## src/rtl/pgwr_pkg.sv

```systemverilog
package pgwr_pkg;

   typedef enum logic [1:0] {
      SEQ_IDLE = 2'd0,
      SEQ_SCAN = 2'd1,
      SEQ_HOLD = 2'd2
   } seq_state_e;

   // top quarter of the array: the two highest page bits both set
   function automatic logic in_top_quarter(input logic [1:0] hi_bits);
      return hi_bits == 2'b11;
   endfunction

endpackage

```

## src/rtl/pgwr_page_buffer.sv

```systemverilog
module pgwr_page_buffer #(
   parameter int DATA_W     = 8,
   parameter int PAGE_BYTES = 32,
   parameter int PAGE_W     = 8,
   localparam int OFF_W     = $clog2(PAGE_BYTES)
) (
   input  logic              clk,
   input  logic              rst_n,
   input  logic              ld,
   input  logic [PAGE_W-1:0] ld_page,
   input  logic [OFF_W-1:0]  ld_off,
   input  logic [DATA_W-1:0] ld_data,
   input  logic              clr,
   input  logic              hold,
   input  logic [OFF_W-1:0]  rd_off,
   output logic [DATA_W-1:0] rd_data,
   output logic              rd_valid,
   output logic              any_valid,
   output logic [PAGE_W-1:0] page
);

   logic [DATA_W-1:0]     slot_q [PAGE_BYTES];
   logic [PAGE_BYTES-1:0] valid_q;

   genvar gi;
   generate
      for (gi = 0; gi < PAGE_BYTES; gi++) begin : g_slot
         always_ff @(posedge clk or negedge rst_n) begin
            if (!rst_n)
               slot_q[gi] <= '0;
            else if (ld && ld_off == OFF_W'(gi))
               slot_q[gi] <= ld_data;
         end
      end
   endgenerate

   always_ff @(posedge clk or negedge rst_n) begin
      if (!rst_n) begin
         valid_q <= '0;
         page    <= '0;
      end else if (clr) begin
         valid_q <= '0;
      end else if (ld) begin
         valid_q[ld_off] <= 1'b1;
         if (valid_q == '0)
            page <= ld_page;
      end
   end

   assign rd_data   = slot_q[rd_off];
   assign rd_valid  = valid_q[rd_off];
   assign any_valid = |valid_q;


   hold_mask_chk: assert property (@(posedge clk) disable iff (!rst_n)
      (hold && !clr) |=> $stable(valid_q));


   hold_page_chk: assert property (@(posedge clk) disable iff (!rst_n)
      hold |=> $stable(page));

endmodule

```

## src/rtl/pgwr_protect.sv

```systemverilog
module pgwr_protect #(
   parameter int PAGE_W     = 8,
   parameter bit PROTECT_EN = 1'b1
) (
   input  logic [PAGE_W-1:0] page,
   input  logic              wp,
   output logic              blocked
);

   generate
      if (PROTECT_EN) begin : g_prot
         assign blocked = wp && pgwr_pkg::in_top_quarter(page[PAGE_W-1 -: 2]);
      end else begin : g_open
         assign blocked = 1'b0;
      end
   endgenerate

endmodule

```

## src/rtl/pgwr_commit_seq.sv

```systemverilog
module pgwr_commit_seq #(
   parameter int PAGE_BYTES    = 32,
   parameter int COMMIT_CYCLES = 2_500_000,
   localparam int OFF_W        = $clog2(PAGE_BYTES),
   localparam int CNT_W        = $clog2(COMMIT_CYCLES)
) (
   input  logic             clk,
   input  logic             rst_n,
   input  logic             go,
   output logic             busy,
   output logic             scan_act,
   output logic [OFF_W-1:0] scan_off,
   output logic             done
);

   import pgwr_pkg::*;

   seq_state_e       state_q;
   logic [CNT_W-1:0] cnt_q;

   localparam logic [OFF_W-1:0] LAST_OFF = OFF_W'(PAGE_BYTES - 1);

   always_ff @(posedge clk or negedge rst_n) begin
      if (!rst_n) begin
         state_q  <= SEQ_IDLE;
         cnt_q    <= '0;
         scan_off <= '0;
      end else begin
         case (state_q)
            SEQ_IDLE: if (go) begin
               state_q  <= SEQ_SCAN;
               cnt_q    <= CNT_W'(COMMIT_CYCLES - 1);
               scan_off <= '0;
            end
            SEQ_SCAN: begin
               scan_off <= scan_off + 1'b1;
               cnt_q    <= cnt_q - 1'b1;
               if (cnt_q == '0)
                  state_q <= SEQ_IDLE;
               else if (scan_off == LAST_OFF)
                  state_q <= SEQ_HOLD;
            end
            SEQ_HOLD: begin
               cnt_q <= cnt_q - 1'b1;
               if (cnt_q == '0)
                  state_q <= SEQ_IDLE;
            end
            default: state_q <= SEQ_IDLE;
         endcase
      end
   end

   assign busy     = state_q != SEQ_IDLE;
   assign scan_act = state_q == SEQ_SCAN;
   assign done     = busy && cnt_q == '0;


   go_launch_chk: assert property (@(posedge clk) disable iff (!rst_n)
      (!busy && go) |=> (busy && scan_off == '0));


   scan_end_chk: assert property (@(posedge clk) disable iff (!rst_n)
      (scan_act && scan_off == LAST_OFF) |=> !scan_act);

endmodule

```

## src/rtl/pgwr_commit.sv

```systemverilog
module pgwr_commit #(
   parameter int ADDR_W        = 13,
   parameter int DATA_W        = 8,
   parameter int PAGE_BYTES    = 32,
   parameter int COMMIT_CYCLES = 2_500_000,
   parameter bit PROTECT_EN    = 1'b1
) (
   input  logic              clk,
   input  logic              rst_n,
   input  logic              wr_stb,
   input  logic [ADDR_W-1:0] wr_addr,
   input  logic [DATA_W-1:0] wr_data,
   input  logic              stop_seen,
   input  logic              start_seen,
   input  logic              wp,
   output logic              busy,
   output logic              arr_we,
   output logic [ADDR_W-1:0] arr_addr,
   output logic [DATA_W-1:0] arr_wdata
);

   localparam int OFF_W  = $clog2(PAGE_BYTES);
   localparam int PAGE_W = ADDR_W - OFF_W;

   generate
      if ((1 << OFF_W) != PAGE_BYTES) begin : g_bad_page
         $error("PAGE_BYTES must be a power of two");
      end
      if (COMMIT_CYCLES < PAGE_BYTES) begin : g_bad_cycles
         $error("COMMIT_CYCLES must cover one scan of the page");
      end
      if (PAGE_W < 2) begin : g_bad_addr
         $error("ADDR_W too narrow for a quarter split");
      end
   endgenerate

   logic              ld, clr, go, blocked, done, scan_act;
   logic              any_valid, rd_valid;
   logic [OFF_W-1:0]  scan_off;
   logic [PAGE_W-1:0] page;
   logic [DATA_W-1:0] rd_data;
   logic              wp_at_go;

   assign ld  = wr_stb && !busy;
   assign go  = stop_seen && !busy && any_valid && !blocked;
   assign clr = done || (!busy && !go && (stop_seen || start_seen));

   pgwr_page_buffer #(
      .DATA_W     (DATA_W),
      .PAGE_BYTES (PAGE_BYTES),
      .PAGE_W     (PAGE_W)
   ) u_buf (
      .clk       (clk),
      .rst_n     (rst_n),
      .ld        (ld),
      .ld_page   (wr_addr[ADDR_W-1:OFF_W]),
      .ld_off    (wr_addr[OFF_W-1:0]),
      .ld_data   (wr_data),
      .clr       (clr),
      .hold      (busy),
      .rd_off    (scan_off),
      .rd_data   (rd_data),
      .rd_valid  (rd_valid),
      .any_valid (any_valid),
      .page      (page)
   );

   pgwr_protect #(
      .PAGE_W     (PAGE_W),
      .PROTECT_EN (PROTECT_EN)
   ) u_prot (
      .page    (page),
      .wp      (wp),
      .blocked (blocked)
   );

   pgwr_commit_seq #(
      .PAGE_BYTES    (PAGE_BYTES),
      .COMMIT_CYCLES (COMMIT_CYCLES)
   ) u_seq (
      .clk      (clk),
      .rst_n    (rst_n),
      .go       (go),
      .busy     (busy),
      .scan_act (scan_act),
      .scan_off (scan_off),
      .done     (done)
   );

   always_ff @(posedge clk or negedge rst_n) begin
      if (!rst_n)
         wp_at_go <= 1'b0;
      else if (go)
         wp_at_go <= wp;
   end

   assign arr_we    = scan_act && rd_valid;
   assign arr_addr  = {page, scan_off};
   assign arr_wdata = rd_data;


   we_in_busy_chk: assert property (@(posedge clk) disable iff (!rst_n)
      arr_we |-> busy);


   busy_cause_chk: assert property (@(posedge clk) disable iff (!rst_n)
      $rose(busy) |-> $past(stop_seen));


   wp_block_chk: assert property (@(posedge clk) disable iff (!rst_n)
      (arr_we && PROTECT_EN) |->
         !(wp_at_go && pgwr_pkg::in_top_quarter(arr_addr[ADDR_W-1 -: 2])));


   always @(posedge clk) begin
      if (!rst_n) begin
         reset_idle_chk: assert (!arr_we);
      end
   end

endmodule

```

## config.mk

```make
export PLATFORM = sky130hd
export DESIGN_NAME = pgwr_commit
export DESIGN_NICKNAME = d
export VERILOG_FILES = /design/src/rtl/pgwr_pkg.sv /design/src/rtl/pgwr_page_buffer.sv /design/src/rtl/pgwr_protect.sv /design/src/rtl/pgwr_commit_seq.sv /design/src/rtl/pgwr_commit.sv
export SDC_FILE = /design/constraint.sdc
export NUM_CORES = 1
export LEC_CHECK = 0
export ABC_AREA = 1
export BUFFER_PORTS_ARGS = -buffer_cell sky130_fd_sc_hd__buf_2
export CORE_MARGIN = 2
export CORE_UTILIZATION = 35
export CTS_BUF_LIST = sky130_fd_sc_hd__clkbuf_8
export DETAILED_ROUTE_END_ITERATION = 10
export GPL_TIMING_DRIVEN = 0
export PLACE_DENSITY = 0.47
export SKIP_LAST_GASP = 1
export SLEW_MARGIN = 20
export SYNTH_ARGS = -nofsm -noshare
export SYNTH_HDL_FRONTEND = slang
export SYNTH_HIERARCHICAL = 1
export SYNTH_SLANG_ARGS = --single-unit
export TNS_END_PERCENT = 10
```

## constraint.sdc

```tcl
create_clock -name clk -period 2.6 [get_ports clk]
set_clock_uncertainty 0.1 [all_clocks]
set_input_delay 0.26 -clock clk [delete_from_list [all_inputs] [get_ports clk]]
set_output_delay 0.26 -clock clk [all_outputs]
set_load 0.01 [all_outputs]
```

; After elaboration in Yosys (flattened, before gate mapping)
; Cells that the tools add are included.
[totals]
in_bits = 27
reg_bits = 325
wordCells = 163
[op_classes]
eq_ne = 38
n_reduce_logical = 61
add_sub_neg = 2
mux = 18
order_cmp = 4
bitwise = 3
[op_table]
columns = operator, count
row1 = $eq 5x5->1 const B, 17
row2 = $mux 32, 2
row3 = $pmux 22 s2, 1
row4 = $logic_and 1x1->1, 42
row5 = $bmux 8 s5, 1
row6 = $eq 5x4->1 const B, 8
row7 = $logic_not 32->1, 1
row8 = $or 32x32->32, 1
row9 = $reduce_or 32->1, 1
row10 = $logic_not 22->1, 1
row11 = $mux 22, 1
row12 = $sub 22x1->22 const B, 1
row13 = $eq 5x3->1 const B, 4
row14 = $mux 8, 2
row15 = $lt 5x6->1 const B, 2
row16 = $eq 5x2->1 const B, 2
row17 = $pmux 5 s2, 1
row18 = $mux 2, 4
row19 = $reduce_bool 2->1, 4
row20 = $ge 6x6->1 const B, 1
row21 = $not 5->6, 1
row22 = $pmux 2 s3, 1
row23 = $reduce_and 3->1, 2
row24 = $add 5x1->5 const B, 1
row25 = other kinds (18), 24

; Depth between registers and ports, before layout
[depth]
word_depth = 11
ltp_mapped = 19
ltp_nobuf = 18

; By module
; The synthesis kept the hierarchy.
[modules_own_cells]
columns = module, instances, area_per_inst_um2, cells_per_inst
row1 = pgwr_page_buffer, 1, 13634.3, 1734
row2 = pgwr_commit_seq, 1, 1709.1, 244
row3 = pgwr_commit, 1, 52.6, 14
row4 = pgwr_protect, 1, 13.8, 3

; Least setup slack after synthesis
; No wires, ideal clock.
[synth_path]
path_kind = register to register
startpoint = reg u_seq.state_q[0]
endpoint = reg u_buf.page[0]
arrival_time_ns = 1.967
period_less_slack_ns = 2.185
stages_incl_launch_ff = 13
path_buffers = 1
required_ns = 2.382
setup_slack_ns = 0.415
setup_ns = 0.118
path_cell_list = dfrtp_1 > inv_1 > ha_1 > inv_1 > nor2_1 > nand2_1 > nand2_1 > nand2_1 > clkbuf_1 > nor2_1 > nand2_1 > nand2_1 > nand2_1
[synth_between]
elab_chain_cells = 11
word_cells_on_any_way = 13
[synth_lines]
columns = item, line_no
row1 = start: declaration, pgwr_commit_seq.sv:18  ; seq_state_e state_q;
row2 = start signal: assignment, pgwr_commit_seq.sv:25  ; state_q <= SEQ_IDLE;
row3 = start signal: assignment, pgwr_commit_seq.sv:31  ; state_q <= SEQ_SCAN;
row4 = start signal: assignment, pgwr_commit_seq.sv:39  ; state_q <= SEQ_IDLE;
row5 = $reduce_bool 2->1 (*), pgwr_commit_seq.sv:53  ; assign busy = state_q != SEQ_IDLE;
row6 = net busy, pgwr_commit.sv:16  ; output logic busy,
row7 = $logic_not 1->1, "pgwr_commit.sv:45, pgwr_commit.sv:46"
row8 = $logic_and 1x1->1 (3 in series), pgwr_commit.sv:45  ; assign go = stop_seen && !busy && any_valid && !blocked;
row9 = $logic_not 1->1, pgwr_commit.sv:46  ; assign clr = done || (!busy && !go && (stop_seen || start_seen));
row10 = $logic_and 1x1->1 (2 in series), pgwr_commit.sv:46
row11 = $logic_or 1x1->1 (*), pgwr_commit.sv:46
row12 = net clr, pgwr_commit.sv:37  ; logic ld, clr, go, blocked, done, scan_act;
row13 = $not 1->1 (no source line) (*), -
row14 = $reduce_and 3->1 (no source line) (*), -
row15 = end signal: assignment, pgwr_page_buffer.sv:46  ; page <= ld_page;
row16 = end: declaration, pgwr_page_buffer.sv:19  ; output logic [PAGE_W-1:0] page
; The timed path passes the listed nets; every way through them passes the cells marked *.
; A chain may end at the register's enable or synchronous reset.

; Final worst setup path
[layout_path]
startpoint = reg u_seq.scan_off[0]
endpoint = out arr_wdata[5]
[layout_between]
elab_chain_cells = 4
[layout_lines]
columns = item, line_no
row1 = start: declaration, pgwr_commit_seq.sv:12  ; output logic [OFF_W-1:0] scan_off,
row2 = start signal: assignment, pgwr_commit_seq.sv:36  ; scan_off <= scan_off + 1'b1;
row3 = $not 5->6 (implied by the code), pgwr_page_buffer.sv:50  ; assign rd_data = slot_q[rd_off];
row4 = $bmux 8 s5, pgwr_page_buffer.sv:50
row5 = $mux 8 (implied by the code) (2 in series), pgwr_page_buffer.sv:50
row6 = end: declaration, pgwr_commit.sv:19  ; output logic [DATA_W-1:0] arr_wdata
; Every way passes these cells. The select of a mux whose other input is x is not followed.

==> Flow_metrics.wiki <==
{| class="wikitable"
! Metric !! Value
|-
| Total clock buffers created by CTS || between 50 and 60
|-
| Violations in the final reports || negative setup slack
|-
| Post-synth ARST share || 1.000
|-
| Detailed-router iteration count before antenna repair || 7
|-
| Critical Path Sink Type || primary output
|-
| Top FF cell, synth || sky130_fd_sc_hd__dfrtp_1
|-
| Maximum number of pins on one net before global-route repair || 94
|-
| Minimum setup slack after placement || -0.6335 ns
|-
| Site row count || 76
|-
| Starting DRT DRC Count || between 1000 and 1500
|-
| Min-delay worst type || in -> async
|-
| Unrepaired setup endpoints after global routing || yes
|-
| Vias in the first global route || approximately 14000
|-
| Gr ovfl total || 0
|-
| List of most frequent post-synthesis cells || sky130_fd_sc_hd__nand2_1, sky130_fd_sc_hd__dfrtp_1, sky130_fd_sc_hd__nand3_1
|-
| DRC errors left || 0
|-
| Gate count after technology mapping || roughly 2000
|-
| Average footprint of a synthesized cell || between 7 and 8 um2
|-
| Outcome || complete, but fails checks
|-
| Sequential cell area || 8134 um2
|-
| Part of the Yosys area used for sequential elements || 0.5278
|-
| Library cell with the highest instance count after synthesis || sky130_fd_sc_hd__nand2_1
|-
| Mapped cell area || between 15000 and 20000 um2
|-
| Num Clock Sinks || about 330
|-
| Max rail drop VDD || between 0.4 and 0.5 mV
|-
| Antenna violations before repair || 1
|-
| Total Die Area || 45720 um2
|-
| Final hold vios || 0
|-
| Clock latency at the later pin of the worst-skew pair || ~0.65 ns
|-
| TritonCTS clock tree || built
|-
| Final total negative setup slack || -2.371 ns
|-
| DRT Wirelength || ~59 mm
|-
| CP max FO || 7
|-
| Share of final-layout standard cells stronger than drive strength 1 || 0.1756
|-
| Number of flip-flops and latches in the synthesized netlist || around 330
|-
| Top-level I/O count || 50
|-
| Relative slew slack || 0.3374
|-
| Cell taking the most area after synthesis || sky130_fd_sc_hd__dfrtp_1
|-
| Arrival time worst endpoint || 2.46 ns
|-
| Clock-pin slew of the registers on the worst-case setup and hold paths || around 0.06 ns
|-
| Share of the clock period used by the worst path after layout || 1.086
|-
| Post-synthesis to final-layout area growth || 24.51%
|-
| First-pass GRT wire length || around 87 mm
|-
| Width of the chip || 213.8 um
|-
| Combined global-route utilization of all metal layers || 0.2611
|-
| Final-stage net count || between 2000 and 2500
|-
| Syn nets || 2028
|-
| Proportion of netlist area held by the largest area contributor || 0.5278
|-
| Pleak || between 9 and 10 nW
|-
| Count of flip-flops with a built-in enable after synthesis || 0
|-
| Final setup fails || 22
|-
| Clock Tree Buf Depth || 3
|-
| Clock Tree Root || sky130_fd_sc_hd__clkbuf_8
|-
| Worst slew pin tran || 0.9939 ns
|-
| Number of nets still failing antenna checks after routing || 0
|-
| Footprint of the multi-input gates || around 6800 um2
|-
| Port buffer count || 49
|-
| Req. time, crit path || 2.24 ns
|-
| Max-slew violations || 0
|-
| Number of unique standard cell types used by synthesis || 30
|-
| Power per unit of standard cell area || around 1100 nW/um2
|-
| Warning count from the yosys run || 6
|-
| Max Clk Rate || about 350 MHz
|-
| Critical path type || reg -> out
|-
| RD Place Congestion || 0.9211
|-
| Number of fill cells || between 4000 and 5000
|-
| Max-cap violation count || 0
|-
| Clock H-tree levels || 2
|-
| Starting Density || 0.3562
|-
| Pwr Total || between 20 and 25 mW
|-
| Vias per cell || between 5 and 6
|-
| Minimum clock period || between 2 and 3 ns
|-
| Antenna Cells || 0
|-
| Core ar. || around 43000 um2
|-
| HPWL after detailed placement || around 41 mm
|-
| Critical path startpoint category || flop
|-
| Leading cell types by total area after synthesis || sky130_fd_sc_hd__dfrtp_1, sky130_fd_sc_hd__nand2_1, sky130_fd_sc_hd__nand3_1
|-
| Vert. Die Dim || 213.8 um
|-
| Setup slack of the critical path after layout || -0.2249 ns
|-
| Via count of the routed design || ~14000
|-
| Routed wire per std cell || 21.11 um
|}
## flip-flops by register name, summed over array words and instances, names as in the netlist
name	flops
u_buf/page	8
u_buf/slot_q	256
u_buf/valid_q	32
u_seq/cnt_q	22
u_seq/scan_off	5
u_seq/state_q	2
## layout by cell type (no fill, tap or decap), types with 6 or more instances in the layout
master and instances:
sky130_fd_sc_hd__buf_16 7, sky130_fd_sc_hd__buf_2 65, sky130_fd_sc_hd__clkbuf_1 33, sky130_fd_sc_hd__a21oi_1 43, sky130_fd_sc_hd__buf_8 8, sky130_fd_sc_hd__buf_6 28
sky130_fd_sc_hd__nand3_2 58, sky130_fd_sc_hd__nand2_4 12, sky130_fd_sc_hd__buf_12 16, sky130_fd_sc_hd__nor2_1 61, sky130_fd_sc_hd__o21ai_0 217, sky130_fd_sc_hd__nand4_1 9
sky130_fd_sc_hd__o21ai_1 56, sky130_fd_sc_hd__clkbuf_2 6, sky130_fd_sc_hd__dfrtp_1 324, sky130_fd_sc_hd__inv_1 114, sky130_fd_sc_hd__dlygate4sd3_1 18, sky130_fd_sc_hd__nand2_2 50
sky130_fd_sc_hd__nor3_1 9, sky130_fd_sc_hd__buf_4 15, sky130_fd_sc_hd__clkbuf_8 77, sky130_fd_sc_hd__clkinv_2 8, sky130_fd_sc_hd__nand2_1 718, sky130_fd_sc_hd__nand3_1 190
## per-stage QoR
stage / instances / util / instance area [um2] / hold slack, ns
finish: 2772 / 0.4435 / 19190 / 0.05308
global route: 2772 / 0.4435 / 19190 / 0.07922
CTS: 2767 / 0.4333 / 18750 / 0.03342
detailed placement: 2632 / 0.3809 / 16480 / 0.1357
global placement: 2629 / 0.3787 / 16390 / 0.3498
floorplan: 1995 / - / 15410 / -0.1356
## final cells by class
type | count | share of cell area
Buffer | 117 | 0.05041
Clock inverter | 28 | 0.007695
Timing Repair Buffer | 91 | 0.04747
Tap cell | 585 | 0.03815
Timing Repair inverter | 1 | 0.0004565
Inverter | 105 | 0.02237
Sequential cell | 325 | 0.4239
Multi-Input combinational cell | 1446 | 0.3564
Clock buffer | 74 | 0.05308
## timing repair
action                     CTS  global route
hold endpoints to repair   257             0
hold buffers                18             0
pin swaps                   20            40
resized for setup          205            95
setup endpoints to repair  313           256
cloned                       5             1
setup buffers               10             6
## path summary, 6_finish.rpt
check                           cells after the start              start  slack (ns)                end
min in group clk                                    6         start_seen        0.07  u_buf/valid_q[31]
worst max-delay path                               14  u_seq/scan_off[0]       -0.22       arr_wdata[5]
max in group asynchronous                           4              rst_n        1.08  u_seq/scan_off[0]
worst min register to register                      2      u_buf/page[2]        0.37      u_buf/page[2]
worst max register to register                     10   u_seq/state_q[0]       -0.09  u_buf/slot_q[246]
worst min-delay path                                2              rst_n        0.05  u_buf/slot_q[168]
## metal layers
layer  up-vias  global-route usage  routed length [um]
met5         -                   0                   0
met4         0             0.09866                2060
met3       103             0.04394                3773
met2       484              0.3991               26040
met1      6972              0.3712               26640
li1       6762                   -                   -
## where the power goes
part / switching, mW / total, mW / internal [mW]
registers: 0.895 / 7.44 / 6.55
clock network: 2.20 / 4.82 / 2.63
logic: 5.96 / 9.54 / 3.58
## kinds of logic after synthesis
kind of cell	count (synthesis)	share of synthesized area
AO/OA/AOI/OAI	321	0.1049
adder cells (fa/ha/maj)	6	0.004872
buffers and inverters	224	0.06195
flip-flops	325	0.5278
AND/OR/NAND/NOR	1119	0.3005
## worst max-delay path: stages (launching register included)
cell and delay, ns:
sky130_fd_sc_hd__dfrtp_2 0.42, sky130_fd_sc_hd__buf_12 0.16, sky130_fd_sc_hd__inv_12 0.09, sky130_fd_sc_hd__buf_12 0.14
sky130_fd_sc_hd__buf_12 0.14, sky130_fd_sc_hd__buf_12 0.14, sky130_fd_sc_hd__nand2_2 0.05, sky130_fd_sc_hd__nand3_1 0.06
sky130_fd_sc_hd__nand3_1 0.08, sky130_fd_sc_hd__nand2_1 0.10, sky130_fd_sc_hd__nand2_1 0.07, sky130_fd_sc_hd__nand2_2 0.08
sky130_fd_sc_hd__nand2_2 0.05, sky130_fd_sc_hd__nand2_2 0.09, sky130_fd_sc_hd__buf_6 0.11
(Power assumes the default switching activity.)
